[config.mk]
export PLATFORM = sky130hd
export DESIGN_NAME = adc_corr_top
export DESIGN_NICKNAME = d
export VERILOG_FILES = /design/src/rtl/adc_corr_pkg.sv /design/src/rtl/adc_corr_rst_sync.sv /design/src/rtl/adc_corr_skew_line.sv /design/src/rtl/adc_corr_lane.sv /design/src/rtl/adc_corr_settle.sv /design/src/rtl/adc_corr_top.sv
export SDC_FILE = /design/constraint.sdc
export NUM_CORES = 1
export LEC_CHECK = 0
export BUFFER_PORTS_ARGS = -buffer_cell sky130_fd_sc_hd__buf_4
export CAP_MARGIN = 20
export CORE_MARGIN = 5
export CORE_UTILIZATION = 46
export CTS_CLUSTER_DIAMETER = 150
export DETAILED_ROUTE_END_ITERATION = 12
export PLACE_DENSITY_LB_ADDON = 0.15
export SLEW_MARGIN = 40
export SYNTH_ARGS = -nofsm -noshare
export SYNTH_HDL_FRONTEND = slang
export SYNTH_SLANG_ARGS = --single-unit
export TNS_END_PERCENT = 1
[constraint.sdc]
create_clock -name clk -period 5.2 [get_ports clk]
set_input_delay 0.52 -clock clk [delete_from_list [all_inputs] [get_ports clk]]
set_output_delay 0.52 -clock clk [all_outputs]
set_load 0.01 [all_outputs]
[src/rtl/adc_corr_pkg.sv]
package adc_corr_pkg;
  localparam int CODE_W = 2;
  typedef logic [CODE_W-1:0] stage_code_t;

  // clocks of arrival skew of stage index j (0-based) behind stage 0
  function automatic int arrival_skew(input int j);
    return j / 2;
  endfunction
endpackage

[src/rtl/adc_corr_rst_sync.sv]
module adc_corr_rst_sync (
  input  logic clk,
  input  logic rst_n,
  output logic rst_sync_n
);
  logic [1:0] sync_q;
  logic [1:0] sync_d;

  always_comb begin
    sync_d = {sync_q[0], 1'b1};
  end

  always_ff @(posedge clk or negedge rst_n) begin
    if (!rst_n) sync_q <= '0;
    else        sync_q <= sync_d;
  end

  assign rst_sync_n = sync_q[1];
endmodule

[src/rtl/adc_corr_skew_line.sv]
module adc_corr_skew_line #(
  parameter int W     = 2,
  parameter int DEPTH = 1
) (
  input  logic         clk,
  input  logic         rst_n,
  input  logic [W-1:0] din,
  output logic [W-1:0] dout
);
  logic [W-1:0] tap_q [DEPTH];
  logic [W-1:0] tap_d [DEPTH];

  always_comb begin
    tap_d[0] = din;
    for (int i = 1; i < DEPTH; i++) tap_d[i] = tap_q[i-1];
  end

  always_ff @(posedge clk or negedge rst_n) begin
    if (!rst_n) begin
      for (int i = 0; i < DEPTH; i++) tap_q[i] <= '0;
    end else begin
      for (int i = 0; i < DEPTH; i++) tap_q[i] <= tap_d[i];
    end
  end

  assign dout = tap_q[DEPTH-1];
endmodule

[src/rtl/adc_corr_lane.sv]
module adc_corr_lane
  import adc_corr_pkg::*;
#(
  parameter int NUM_STAGES = 8,
  parameter int OUT_W      = NUM_STAGES + 2,
  parameter int LATENCY    = 6
) (
  input  logic                         clk,
  input  logic                         rst_n,
  input  logic [NUM_STAGES*CODE_W-1:0] stage_codes,
  input  logic [CODE_W-1:0]            flash_code,
  output logic [OUT_W-1:0]             word
);
  localparam int ALIGN = LATENCY - 1;      // registers before the adder
  localparam int SUM_W = OUT_W + 1;        // one carry bit above full scale

  stage_code_t       aligned [NUM_STAGES+1];
  logic [SUM_W-1:0]  sum_c;
  logic [OUT_W-1:0]  word_d;
  logic [OUT_W-1:0]  word_q;
  logic              red_zero;

  // deskew: earlier stages wait longer so all codes of a sample meet
  for (genvar j = 0; j <= NUM_STAGES; j++) begin : g_stage
    localparam int DEPTH = ALIGN - arrival_skew(j);
    stage_code_t din;
    if (j < NUM_STAGES) begin : g_red
      assign din = stage_codes[j*CODE_W +: CODE_W];
    end else begin : g_flash
      assign din = flash_code;
    end
    adc_corr_skew_line #(.W(CODE_W), .DEPTH(DEPTH)) u_line (
      .clk  (clk),
      .rst_n(rst_n),
      .din  (din),
      .dout (aligned[j])
    );
  end

  // overlap-add: each redundant stage weighs twice its successor
  always_comb begin
    sum_c = SUM_W'(aligned[NUM_STAGES]);
    for (int j = 0; j < NUM_STAGES; j++) begin
      sum_c = sum_c + (SUM_W'(aligned[j]) << (OUT_W - 2 - j));
    end
  end

  // saturate on carry out of the word
  always_comb begin
    if (sum_c[OUT_W]) word_d = {OUT_W{1'b1}};
    else              word_d = sum_c[OUT_W-1:0];
  end

  always_ff @(posedge clk or negedge rst_n) begin
    if (!rst_n) word_q <= '0;
    else        word_q <= word_d;
  end

  assign word = word_q;

  always_comb begin
    red_zero = 1'b1;
    for (int j = 0; j < NUM_STAGES; j++) red_zero = red_zero & (aligned[j] == '0);
  end

  AST_SAT_TOP: assert property (@(posedge clk) disable iff (!rst_n)
    (aligned[0] == 2'd3 && aligned[1][1]) |=> (word_q == {OUT_W{1'b1}}));
  AST_FLASH_ONLY: assert property (@(posedge clk) disable iff (!rst_n)
    red_zero |=> (word_q == OUT_W'($past(aligned[NUM_STAGES]))));
  AST_ZERO_CODES: assert property (@(posedge clk) disable iff (!rst_n)
    (red_zero && aligned[NUM_STAGES] == '0) |=> (word_q == '0));
endmodule

[src/rtl/adc_corr_settle.sv]
module adc_corr_settle #(
  parameter int SETTLE = 20
) (
  input  logic clk,
  input  logic rst_n,
  output logic valid
);
  localparam int CNT_W = $clog2(SETTLE + 1);
  localparam logic [CNT_W-1:0] LIMIT = CNT_W'(SETTLE);

  logic [CNT_W-1:0] cnt_q;
  logic [CNT_W-1:0] cnt_d;
  logic             cnt_en;

  always_comb begin
    cnt_en = (cnt_q != LIMIT);
    cnt_d  = cnt_q + CNT_W'(1);
  end

  always_ff @(posedge clk or negedge rst_n) begin
    if (!rst_n)      cnt_q <= '0;
    else if (cnt_en) cnt_q <= cnt_d;
  end

  assign valid = (cnt_q == LIMIT);

  AST_VALID_STICKY: assert property (@(posedge clk) disable iff (!rst_n)
    valid |=> valid);
endmodule

[src/rtl/adc_corr_top.sv]
module adc_corr_top
  import adc_corr_pkg::*;
#(
  parameter int NUM_STAGES = 8,
  parameter int OUT_W      = NUM_STAGES + 2,
  parameter int LATENCY    = 6,
  parameter int SETTLE     = 20,
  parameter int LANES      = 2
) (
  input  logic                      clk,
  input  logic                      rst_n,
  input  logic [NUM_STAGES*2-1:0]   i_stage_codes,
  input  logic [1:0]                i_flash_code,
  input  logic [NUM_STAGES*2-1:0]   q_stage_codes,
  input  logic [1:0]                q_flash_code,
  output logic [OUT_W-1:0]          i_word,
  output logic [OUT_W-1:0]          q_word,
  output logic                      word_valid
);
  logic rst_int_n;

  adc_corr_rst_sync u_rst (
    .clk       (clk),
    .rst_n     (rst_n),
    .rst_sync_n(rst_int_n)
  );

  adc_corr_settle #(.SETTLE(SETTLE)) u_settle (
    .clk  (clk),
    .rst_n(rst_int_n),
    .valid(word_valid)
  );

  adc_corr_lane #(.NUM_STAGES(NUM_STAGES), .OUT_W(OUT_W), .LATENCY(LATENCY)) u_lane_i (
    .clk        (clk),
    .rst_n      (rst_int_n),
    .stage_codes(i_stage_codes),
    .flash_code (i_flash_code),
    .word       (i_word)
  );

  if (LANES > 1) begin : g_q
    adc_corr_lane #(.NUM_STAGES(NUM_STAGES), .OUT_W(OUT_W), .LATENCY(LATENCY)) u_lane_q (
      .clk        (clk),
      .rst_n      (rst_int_n),
      .stage_codes(q_stage_codes),
      .flash_code (q_flash_code),
      .word       (q_word)
    );
  end else begin : g_no_q
    assign q_word = '0;
  end
endmodule

==> impl_metrics.tcl, run 1 <==
set metrics [dict create \
    status "finished clean" \
    synth_area_leader_cell "dfrtp_1" \
    intPower_mw 1.93 \
    p_clk_share_pct 44.6 \
    wire_per_inst_um 12.6 \
    final_nets 418 \
    hpwl_um 4170 \
    cts_tree "yes" \
    vias_per_cell 4.56 \
    synthesis.nets 340 \
    seq_area_frac_synth_pct 78.6 \
    synth_top_cells_by_area "dfrtp_1 (79%), ha_1 (4.9%), a21oi_1 (1.4%)" \
    postSynthAreaPerCell_um2 16.1 \
    path_class "register to primary output" \
    sw_frac_of_total_pct 23.6 \
    num-fill-cells 768 \
    peakVddDrop_v 0.000199 \
    grt_usage_pct 12.2 \
    min_period_ns 2.16 \
    antenna_cells 0 \
    cts_sinks 143 \
    p_per_area_nw_per_um2 438 \
    tns_ns 0 \
    worstPathCellList "inv_1 > ha_1 > nand4b_1 > inv_1 > buf_4" \
    seq_power_share_pct 47.9 \
    antenna_found_initial 0 \
    grt_pass1_wl_um 10800 \
    overflow 0 \
    postSynthCellCount 282 \
    synth.distinct_cells 36 \
    grt_pass1_vias 2361 \
    grt_max_degree 77 \
    layout-drive-gt1-share_pct 26.3 \
    numCtsBuffers 17 \
    p_total_mw 2.52 \
    dieArea_um2 12000 \
    ctsLongestPathBuffers 2 \
    multi_input_area_um2 933 \
    post-route-period-util_pct 41.5 \
    num_rows 36 \
    crit_buf_inv 3 \
    cts_resized 0 \
    drtIter0Drc 49 \
    slowest_stage "dfrtp_1" \
    synth-seq-cells 143 \
    initial_core_util_pct 46.8 \
    switchingPower_mw 0.595 \
    post_dp_cell_area_um2 5160 \
    port_buffers 58 \
    clockRootBuffer "clkbuf_8" \
    clk_latency_ns 0.51 \
    setup_violations 0 \
    crit_family "flip-flops" \
    drt_first_pass_iters 4 \
    hold_viol 0 \
    holdWs_ns 0.112 \
    cap_violations 0 \
    required_ns 4.68 \
    synth_area_um2 4550 \
    grt_setup_unrepaired "no" \
    finalWirelength_um 6400 \
    synth_top_cell_area_share_pct 78.6 \
    die_x_um 109 \
    drv_slew 0 \
    worstMarginPinSlew_ns 0.634 \
    path_clk_slew_ns 0.06 \
    power.leakage_nw 2.69 \
    yosysWarnings 0 \
    critPathMaxStageDelay_ns 0.40 \
    cp-start-kind "register" \
    cp-end-kind "primary output" \
    place.gp.congestion 0.825 \
    path_common_cell "inv_1" \
    synthToLayoutAreaGrowth_pct 26.4 \
    slew_headroom_pct 57.8 \
    core_um2 9730 \
    ff_latch_area_um2 3580 \
    ios 59 \
    drcViolationCount 0 \
    dr_total_vias 2305 \
    max_freq_mhz 463 \
    skew_ns 0.0103 \
    worst-path-max-fanout 5 \
    h-tree-depth 4 \
    ant_nets 0 \
    die_height_um 109 \
    arrival_ns 1.64 \
    p_comb_share_pct 7.6 \
    min_path_type "input pin to register" \
    fin_area_um2 5760 \
]
[area by class of cell]
type | instances | area share (%)
flip-flops and latches | 143 | 62.2
multi-input cells | 128 | 16.2
repair buffers | 61 | 8.28
clock buffers | 17 | 7.19
well taps | 133 | 2.89
clock inverters | 15 | 2.61
inverters | 9 | 0.587
[flip-flops by register name (all words and copies together), names as in the netlist]
register,cells
g_q.u_lane_q.word,10
u_rst.sync_q,2
u_lane_i.word,10
u_lane_i.g_stage.u_line.dout,18
u_settle.cnt_q,5
g_q.u_lane_q.g_stage.u_line.tap_d,40
g_q.u_lane_q.g_stage.u_line.dout,18
u_lane_i.g_stage.u_line.tap_d,40
[metal layers]
layer	global-route usage, %	vias up	share of wire (%)
met5	0	-	0
met4	7.03	0	2.0
met3	4.35	13	6.0
met2	18.4	48	49
met1	15.1	1129	43
li1	-	1115	-
[cells in the final DEF (no fill, tap or decap), types with 2 or more instances in the layout]
cell	synthesis	routed
a2111oi_0	2	2
a211oi_1	5	5
a21bo_2	2	2
a21o_1	5	5
a21oi_1	13	13
a31oi_1	3	3
and3_1	3	3
buf_4	0	58
clkbuf_16	0	16
clkinv_2	0	2
clkinv_4	0	2
clkinvlp_4	0	2
dfrtp_1	143	142
fa_1	2	2
ha_1	18	18
inv_1	9	9
inv_6	0	5
inv_8	0	3
nand2_1	14	14
nand2b_1	6	6
nand3_1	5	5
nor2_1	5	5
nor2b_1	7	7
nor3_1	3	3
o21a_1	2	2
o21ai_0	11	11
o31ai_1	2	2
or3_1	2	2
xnor2_1	4	4
xor2_1	3	3
[synth_stat cells (all sizes together)]
cell type  instances
a2111oi            2
a211oi             5
a21bo              3
a21o               5
a21oi             15
a221o              1
a31oi              3
a41o               1
and2               1
and3               3
buf                1
clkbuf             1
conb               1
dfrtp            143
fa                 2
ha                18
inv                9
mux2i              1
nand2             14
nand2b             6
nand3              5
nand4b             1
nor2               5
nor2b              7
nor3               3
nor4               1
o21a               2
o21ai             11
o31ai              2
o41ai              1
or3                2
xnor2              4
xor2               3
[kinds of logic after synthesis]
group | Yosys count | share of synthesized area (%)
buffers and inverters | 11 | 0.907
DFF | 143 | 78.6
adders and majority gates | 20 | 5.83
AOI/OAI and AO/OA | 51 | 7.58
xor gates and xnor gates | 7 | 1.35
and+or+nand+nor | 48 | 5.44
other | 1 | 0.0824
muxes | 1 | 0.220
[worst register-to-register path, cell delays in order (launching register included)]
cell	delay (ns)
dfrtp_1	0.36
ha_1	0.21
inv_1	0.08
fa_1	0.22
nor2b_1	0.08
o31ai_1	0.44
a21oi_1	0.19
a211oi_1	0.29
a31oi_1	0.07
[power groups by stage]
stage               Combinational [mW]  Clock, mW  Sequential (mW)
CTS                              0.187       1.16             1.21
detailed placement               0.185          0             1.23
global placement                 0.181          0             1.23
global route                     0.213       1.20             1.22
floorplan                       0.0813          0             1.25
finish                           0.190       1.12             1.21
[timing repair]
| action | in CTS | in global routing |
|---|---|---|
| hold buffers | 1 | 0 |
| buffers inserted | 0 | 0 |
| endpoints found under the hold margin | 2 | 0 |
[per-stage QoR]
stage               instances  setup WS, ns  utilization [%]
floorplan                 282         0.921                -
global placement          472          3.23             53.0
detailed placement        472          3.13             53.1
CTS                       505          3.02             59.0
global route              506          2.92             59.2
finish                    506          3.04             59.2
[final timing paths]
| check | from | endpoint | slack [ns] | cells after the start |
|---|---|---|---|---|
| worst max-delay path | u_settle.cnt_q[0]$_DFFE_PN0N_ | word_valid | 3.04 | 5 |
| max in group asynchronous | u_rst.sync_q[1]$_DFF_PN0_ | u_lane_i.g_stage[7].u_line.dout[1]$_DFF_PN0_ | 4.00 | 1 |
| worst max register to register | g_q.u_lane_q.g_stage[8].u_line.dout[1]$_DFF_PN0_ | g_q.u_lane_q.word[9]$_DFF_PN0_ | 3.14 | 8 |
| worst min register to register | u_rst.sync_q[1]$_DFF_PN0_ | g_q.u_lane_q.g_stage[5].u_line.tap_d[3]$_DFF_PN0_ | 0.25 | 0 |
| worst min-delay path | q_stage_codes[8] | g_q.u_lane_q.g_stage[4].u_line.tap_d[2]$_DFF_PN0_ | 0.11 | 1 |
| min in group asynchronous | u_rst.sync_q[1]$_DFF_PN0_ | g_q.u_lane_q.g_stage[5].u_line.tap_d[3]$_DFF_PN0_ | 0.25 | 0 |
No activity file was read; power rests on OpenSTA's default activity.
==> inputs of run 2 (changes only) <==
==> constraint.sdc (replaced) <==
create_clock -name clk -period 2 [get_ports clk]
set_input_delay 0.2 -clock clk [delete_from_list [all_inputs] [get_ports clk]]
set_output_delay 0.2 -clock clk [all_outputs]
set_load 0.01 [all_outputs]
==> run 2 against run 1 <==
Compared with the run above: final cell count grew 8.5%; worst hold slack gained 0.12 ns; die area is the same; clock skew grew 0.0025 ns; core utilization grew 5.2 points; flip-flop and latch count is the same; largest cell class unchanged.
==> impl_metrics.tcl, run 2 (synthesized netlist as in run 1, its figures left out) <==
set metrics [dict create \
    status "finished clean" \
    cp-start-kind "register" \
    cts_setup_buffers 0 \
    grt_pass1_vias 2656 \
    h-tree-depth 4 \
    finalWorstSetupSlack_ns 0.106 \
    grt_max_degree 49 \
    min_path_type "register to asynchronous set/reset pin" \
    drv_slew 0 \
    fin_area_um2 6260 \
    required_ns 2.39 \
    antenna_cells 0 \
    path_clk_slew_ns 0.07 \
    min_period_ns 1.89 \
    holdWs_ns 0.230 \
    path_class "register to register" \
    drcViolationCount 0 \
    r2r_slack_ns 0.11 \
    numCtsBuffers 17 \
    cts_sinks 143 \
    final_nets 461 \
    drt_first_pass_iters 4 \
    wire_per_inst_um 13.0 \
    setup_violations 0 \
    peakVddDrop_v 0.000608 \
    p_total_mw 6.71 \
    ctsLongestPathBuffers 2 \
    path_common_cell "a21oi_1" \
    grt_setup_unrepaired "yes" \
    cts_tree "yes" \
    hold_viol 0 \
    hpwl_um 4340 \
    die_x_um 109 \
    max_freq_mhz 528 \
    core_um2 9730 \
    grt_pass1_wl_um 12100 \
    worst-path-max-fanout 4 \
    ios 59 \
    cp-end-kind "register" \
    clk_latency_ns 0.51 \
    post_dp_cell_area_um2 5240 \
    cap_violations 0 \
    place_ws_ns -0.00961 \
    layout_common_cells "dfrtp_1 (142), buf_4 (64), dlygate4sd3_1 (38)" \
    synthToLayoutAreaGrowth_pct 37.5 \
    slowest_stage "dfrtp_1" \
    vias_per_cell 4.68 \
    place.gp.congestion 0.745 \
    num-fill-cells 755 \
    reg2reg_from "u_lane_i.g_stage[8].u_line.dout[1]$_DFF_PN0_" \
    dr_total_vias 2572 \
    power.leakage_nw 2.89 \
    p_per_area_nw_per_um2 1070 \
    critical_path.startpoint "u_lane_i.g_stage[8].u_line.dout[1]$_DFF_PN0_" \
    critPathMaxStageDelay_ns 0.37 \
    reg2reg_depth 8 \
    ff_latch_area_um2 3580 \
    num_rows 36 \
    layout-drive-gt1-share_pct 27.2 \
    initial_core_util_pct 46.8 \
    ant_nets 0 \
    grt_usage_pct 13.6 \
    finalWirelength_um 7130 \
    dieArea_um2 12000 \
    antenna_found_initial 0 \
    clockRootBuffer "clkbuf_8" \
    port_buffers 58 \
    arrival_ns 2.28 \
    r2r_end "u_lane_i.word[9]$_DFF_PN0_" \
    final_common_cell "dfrtp_1" \
    drtIter0Drc 98 \
    overflow 0 \
    die_height_um 109 \
    post-route-util_pct 64.4 \
    worstPathCellList "ha_1 > inv_1 > fa_1 > nor2b_1 > o31ai_2 > a21oi_1 > a211oi_1 > a21oi_1" \
    multi_input_area_um2 1000 \
    skew_ns 0.0128 \
    post-route-period-util_pct 94.7 \
]
[run 2: cell types whose count changed in the layout (fill, tap and decap cells not counted), sizes merged]
cell,before,now
buf,60,66
clkinvlp,2,0
clkbuf,17,18
clkinv,4,6
dlygate4sd3,1,38
inv,17,16
[run 2: cell type report]
type	instances	share of cell area (%)
repair buffers	104	14.4
well taps	133	2.66
inverters	9	0.540
flip-flops and latches	143	57.2
clock inverters	14	2.36
clock buffers	18	6.83
multi-input cells	128	16.0
[run 2: per-layer routing]
metal	share of wire [%]	wire [µm]	track usage (%)
met5	0	0	0
met4	2.9	208	7.21
met3	5.3	378	4.46
met2	51	3610	21.8
met1	41	2930	16.4
[run 2: worst max-delay path, delay by kind of cell (launching register included)]
kind                     cells  cell delay [ns]
AO/OA/AOI/OAI                4             0.86
adder cells (fa/ha/maj)      2             0.39
buffers and inverters        1             0.07
flip-flops                   1             0.37
AND/OR/NAND/NOR              1             0.08
[run 2: timing repair]
action | CTS | global route
gates cloned | 0 | 0
gates resized for setup | 2 | 9
setup endpoints to repair | 1 | 5
hold buffers | 38 | 0
endpoints found under the hold margin | 38 | 0
[run 2: report_power, final]
group / total (mW) / switching [mW] / leakage [nW] / internal (mW)
sequential: 3.14 / 0.0639 / 1.65 / 3.08
clock: 2.97 / 1.24 / 0.286 / 1.73
combinational: 0.605 / 0.288 / 0.949 / 0.317
[run 2: worst max path at each step]
stage | end | slack [ns] | cells after the start
floorplan | g_q.u_lane_q.word[5]$_DFF_PN0_ | 0.11 | 6
global placement | g_q.u_lane_q.word[8]$_DFF_PN0_ | 0.11 | 6
detailed placement | u_lane_i.word[9]$_DFF_PN0_ | -0.01 | 6
CTS | u_lane_i.word[9]$_DFF_PN0_ | 0.02 | 6
global route | u_lane_i.word[9]$_DFF_PN0_ | -0.007 | 8
finish | u_lane_i.word[9]$_DFF_PN0_ | 0.11 | 8
[run 2: metrics by stage]
step,instances,TNS [ns]
after floorplan,282,0
after global placement,479,0
after detailed placement,479,-0.00961
after CTS,549,0
after global routing,549,-0.00665
final,549,0
